[config.mk]
export PLATFORM = sky130hd
export DESIGN_NAME = pp_host_mux
export DESIGN_NICKNAME = d
export VERILOG_FILES = /design/src/rtl/pp_host_mux.sv
export SDC_FILE = /design/constraint.sdc
export NUM_CORES = 1
export LEC_CHECK = 0
export BUFFER_PORTS_ARGS = -buffer_cell sky130_fd_sc_hd__buf_2
export CAP_MARGIN = 30
export CORE_UTILIZATION = 41
export CTS_CLUSTER_DIAMETER = 30
export DETAILED_ROUTE_END_ITERATION = 8
export HOLD_SLACK_MARGIN = 0.06
export PLACE_DENSITY = 0.82
export SETUP_SLACK_MARGIN = 0.3
export SYNTH_ARGS = -nofsm -noshare
export SYNTH_HDL_FRONTEND = slang
export SYNTH_SLANG_ARGS = --single-unit
[constraint.sdc]
create_clock -name clk -period 1.9 [get_ports clk]
set_input_delay 0.19 -clock clk [delete_from_list [all_inputs] [get_ports clk]]
set_output_delay 0.19 -clock clk [all_outputs]
set_load 0.02 [all_outputs]
[src/rtl/pp_host_mux.sv]
module pp_host_mux #(
  parameter int DW = 8,
  parameter int AW = 15,
  parameter logic [AW-1:0] BASE = 15'h4000,
  parameter logic [AW-1:0] TOP = 15'h7FFF,
  parameter logic [DW-1:0] ID = 8'h55
) (
  input  logic          clk,
  input  logic          rst_n,
  input  logic          host_strobe,
  input  logic          host_feed,
  input  logic          host_selin,
  input  logic          host_drive,
  input  logic [DW-1:0] host_din,
  output logic [DW-1:0] bus_dout,
  output logic          bus_oe,
  output logic [AW-1:0] rd_addr,
  input  logic [DW-1:0] mem_a,
  input  logic [DW-1:0] mem_b,
  input  logic          scroll,
  input  logic [DW-1:0] adc_a,
  input  logic [DW-1:0] adc_b,
  input  logic          rewind,
  input  logic          dev_wr,
  input  logic [DW-1:0] dev_wdata,
  output logic [DW-1:0] dev_rdata,
  output logic          dev_full
);

  localparam logic [3:0] CTL_RST = 4'b1000;

  logic [3:0] ctl_m, ctl_s;
  logic       stb_q;
  logic [DW-1:0] mb_val;
  logic          mb_host;

  always_ff @(posedge clk or negedge rst_n) begin
    if (!rst_n) begin
      ctl_m <= CTL_RST;
      ctl_s <= CTL_RST;
      stb_q <= 1'b0;
    end else begin
      ctl_m <= {host_drive, host_selin, host_feed, host_strobe};
      ctl_s <= ctl_m;
      stb_q <= ctl_s[0];
    end
  end

  wire drv_s   = ctl_s[3];
  wire sel_s   = ctl_s[2];
  wire feed_s  = ctl_s[1];
  wire stb_up  = ctl_s[0] & ~stb_q;
  wire on_smp  = ~sel_s;
  wire on_mb   = sel_s & ~feed_s;
  wire advance = stb_up & on_smp & ~scroll;
  wire host_wr = stb_up & on_mb & drv_s;

  always_ff @(posedge clk or negedge rst_n) begin
    if (!rst_n)
      rd_addr <= BASE;
    else if (rewind)
      rd_addr <= BASE;
    else if (advance)
      rd_addr <= (rd_addr == TOP) ? BASE : rd_addr + 1'b1;
  end

  always_ff @(posedge clk or negedge rst_n) begin
    if (!rst_n) begin
      mb_val  <= '0;
      mb_host <= 1'b0;
    end else if (dev_wr) begin
      mb_val  <= dev_wdata;
      mb_host <= 1'b0;
    end else if (host_wr) begin
      mb_val  <= host_din;
      mb_host <= 1'b1;
    end
  end

  wire [DW-1:0] ch_a = scroll ? adc_a : mem_a;
  wire [DW-1:0] ch_b = scroll ? adc_b : mem_b;
  wire [DW-1:0] mb_host_view = mb_host ? '0 : mb_val;

  always_comb begin
    case ({sel_s, feed_s})
      2'b00:   bus_dout = ch_a;
      2'b01:   bus_dout = ch_b;
      2'b10:   bus_dout = mb_host_view;
      default: bus_dout = ID;
    endcase
  end

  assign bus_oe    = ~drv_s;
  assign dev_full  = mb_host;
  assign dev_rdata = mb_host ? mb_val : '0;

endmodule


==> impl_results.rst <==
.. list-table::
   :header-rows: 1

   * - Metric
     - Value
   * - Total placed instance area
     - 2330 sq um
   * - Hpwl dp
     - around 3.4 mm
   * - Worst rel slew slack
     - a little over half
   * - TritonCTS clock tree
     - built
   * - Vias/cell
     - 5.43
   * - Final GP Congestion
     - slightly above 0.8
   * - Clock slew at reported path FFs
     - roughly 0.070 ns
   * - Die footprint
     - approximately 4600 sq um
   * - FFs w/ async S/R, synth
     - between 90% and 100%
   * - Post-synth top flop
     - dfrtp_1
   * - Number of nets with antenna violations after detailed routing
     - 0
   * - RSZ-0062 raised after global routing
     - yes
   * - Number of DRC violations after detailed-routing iteration 0
     - 84
   * - Synthesized Nets
     - approximately 240
   * - Net total in the final layout
     - 340
   * - Leakage power
     - roughly 1.3 nW
   * - Critical setup path kind
     - flop to flop
   * - Number of hold-slack violations in the final timing report
     - 0
   * - List of most frequent post-synthesis cells
     - dfrtp_1 (30), nand2_1 (25), o21ai_0 (13)
   * - Core Rows
     - 23
   * - Peak VDD IR
     - roughly 0.37 mV
   * - Combinational share of power
     - between 10% and 20%
   * - Floorplan core area
     - approximately 4100 sq um
   * - Final Max Slew Viols
     - 0
   * - Area Growth Syn to Fin
     - 47.7%
   * - Fraction of synthesized cell area taken by the top area cell type
     - a little over two fifths
   * - Pin count of the biggest net entering global routing
     - 34
   * - Number of distinct library cells after synthesis
     - 36
   * - Clock buffer count from CTS
     - 5
   * - Required time at the worst-slack endpoint
     - approximately 2.1 ns
   * - Largest driver fanout on the critical path
     - 3
   * - Leading cell type by number of instances after synthesis
     - dfrtp_1
   * - Period utilisation layout
     - 96.1%
   * - Clock Sink Count
     - 33
   * - Part of the power in the clock network
     - 39.1%
   * - Power density normalized to cell area
     - 640 nW/um^2
   * - Adder-Cell Fraction of Synth Area
     - less than 1%
   * - Register bit count reported by yosys
     - 33
   * - Clock root buffer master
     - clkbuf_8
   * - Cell accounting for the most synthesized area
     - dfrtp_1
   * - Total grt overflow
     - 0
   * - Cell count after synthesis
     - ~180
   * - Maxcap violations
     - 0
   * - Wire length of the first global-routing pass
     - ~6.5 mm
   * - Post-route standard cell area excluding fillers
     - between 2000 and 3000 sq um
   * - Number of search-and-repair iterations in the first detailed-routing pass
     - 4
   * - Run status
     - completed
   * - Main combinational cell family by area after synthesis
     - simple AND/OR/NAND/NOR gates
   * - Die X-Extent
     - ~68 microns
   * - Critical R2R Launch
     - ctl_s[2]
   * - Critical hold path startpoint
     - dev_wdata[2]
   * - All-layer global routing usage
     - between 15 and 20%
   * - Chip height
     - slightly below 70 microns
   * - Endpoint type of the worst setup path
     - flop
   * - Clock latency on the worst-skew pair
     - roughly 0.28 ns
   * - Total Neg Setup Slack
     - 0 ns
   * - Mux contribution to synthesized area
     - about an eighth
   * - Switching power of the nets
     - between 0.4 and 0.5 mW
   * - Ratio of cells with drive above 1 in the final layout
     - 49.8%
   * - Maximum buffer depth of the clock tree
     - 2
   * - Diode count
     - 0
   * - Starting density of the core
     - between 40% and 50%
   * - Synthesized-area fraction occupied by xor and xnor cells
     - about 3.5%
   * - Sequential element share of the synthesized area
     - 46.8%
   * - Post-route total power
     - between 1.5 and 2 mW
   * - Total I/O pin count
     - 90
   * - Cell types occupying the most area after synthesis
     - dfrtp_1 (42%), mux4_2 (7.6%), nand2_1 (5.3%)
   * - Number of setup violations in the final report
     - 0
   * - Final WL
     - ~4.7 mm
   * - Number of antenna violations at the first check in global routing
     - 0
   * - Sequential group share of total power
     - between 40% and 50%
   * - Arrival time of data at the critical path endpoint
     - approximately 2 ns
   * - Beginning of the critical path
     - ctl_s[2]
   * - Internal
     - roughly 1.3 mW
   * - Time the worst path needs with I/O delays and setup
     - about 1.8 ns
   * - IO Port Bufs
     - slightly below 90
   * - Complex-gate fraction of the synthesized area
     - between 10% and 20%
   * - Switching portion of total power
     - about a quarter
   * - Via count of the first global-routing pass
     - 1519
   * - Vias
     - between 1500 and 2000
   * - Number of synthesized flops with an enable pin
     - 0
   * - Peak Freq
     - about 550 MHz
   * - Simple-gate share of the synthesized area
     - 21.0%
   * - Startpoint kind of the worst setup timing path
     - flop
   * - Worst clock skew
     - between 0.005 and 0.006 ns
   * - Worst-margin pin slew
     - ~0.7 ns
   * - Worst hold path class
     - primary input to flop
   * - DRC viols
     - 0
   * - Number of warnings issued by yosys
     - 0
   * - Maximum level of the CTS H-tree
     - 2
   * - Detailed-route wire length per cell
     - 14.2 microns
   * - Cell Area, Synth
     - between 1500 and 2000 sq um
   * - Syn_area_per_cell
     - 10.0 sq um
[per-layer routing]
metal  track usage [%]  part of all wire [%]  vias up
met5                 0                     0        -
met4              8.24                   1.8        0
met3              6.25                   7.9       10
met2              34.2                    50       85
met1              21.5                    40      857
li1                  -                     -      856
[worst paths after layout]
check / to / cells past startpoint / slack (ns)
max: rd_addr[9] / 4 / 0.08
min in group asynchronous: mb_val[7] / 2 / 0.49
max reg2reg: rd_addr[9] / 4 / 0.08
min: mb_val[2] / 3 / 0.12
min reg2reg: ctl_s[1] / 0 / 0.35
max in group asynchronous: rd_addr[2] / 2 / 0.91
[sequential cells by signal, summed over array words and instances (netlist names)]
signal    cells
rd_addr      15
mb_val        8
ctl_m         4
ctl_s         4
dev_full      1
stb_q         1
[cell families (layout without fill, tap and decap cells)]
group                      Yosys count  count (layout)
buffers and inverters               11             117
muxes                               14              14
DFF                                 33              33
and+or+nand+nor                     73              73
adders and majority gates            1               1
xor gates and xnor gates             7               7
AOI/OAI and AO/OA                   38              38
[cells in the final DEF, fill, tap and decap left out, types with 4 or more instances in the layout]
| cell type | count |
|---|---|
| dfrtp_2 | 5 |
| nand3_1 | 7 |
| buf_4 | 8 |
| and2_1 | 8 |
| nand2_1 | 22 |
| buf_2 | 86 |
| dlygate4sd3_1 | 5 |
| a21oi_1 | 9 |
| or3_1 | 4 |
| inv_1 | 5 |
| o21ai_0 | 12 |
| nand4_1 | 4 |
| dfrtp_1 | 25 |
| mux2i_1 | 8 |
| a221oi_1 | 4 |
| nor2_1 | 10 |
| mux4_2 | 6 |
| buf_6 | 5 |
| clkbuf_8 | 5 |
[area by class of cell]
class	instances	area, sq um
Inverter	5	18.8
Clock buffer	5	68.8
Fill cell	340	1470
Timing Repair Buffer	104	597
Multi-Input combinational cell	133	987
Clock inverter	3	46.3
Tap cell	50	62.6
Sequential cell	33	836
[critical path, cell delays in order (launching register included)]
cell and delay [ns]:
dfrtp_1 0.39, or4b_4 0.56, a311o_1 0.31, or3_1 0.35, a21oi_2 0.14
[repair_timing]
item | CTS | global route
setup endpoints to repair | 28 | 28
hold buffers | 5 | 0
pin swaps | 7 | 4
gates resized for setup | 11 | 13
cloned | 1 | 0
hold endpoints to repair | 34 | 0
setup buffers | 3 | 0
[per-stage QoR]
| stage | instances | setup slack (ns) | hold slack, ns | util (%) |
|---|---|---|---|---|
| 2_1_floorplan | 177 | 0.189 | -0.106 | - |
| 3_3_place_gp | 316 | 0.189 | 0.286 | 57.0 |
| 3_5_place_dp | 316 | 0.159 | 0.284 | 57.0 |
| 4_1_cts | 333 | 0.137 | 0.118 | 62.6 |
| 5_1_grt | 333 | 0.0388 | 0.134 | 64.0 |
| 6_report | 333 | 0.0750 | 0.122 | 64.0 |
[power by group through the flow]
| stage | Combinational (mW) | Clock (mW) | Sequential (mW) |
|---|---|---|---|
| after floorplan | 0.128 | 0 | 0.760 |
| after global placement | 0.236 | 0 | 0.764 |
| after detailed placement | 0.240 | 0 | 0.766 |
| after CTS | 0.257 | 0.669 | 0.753 |
| after global routing | 0.294 | 0.708 | 0.754 |
| final | 0.268 | 0.654 | 0.753 |
(Power assumes the default switching activity.)
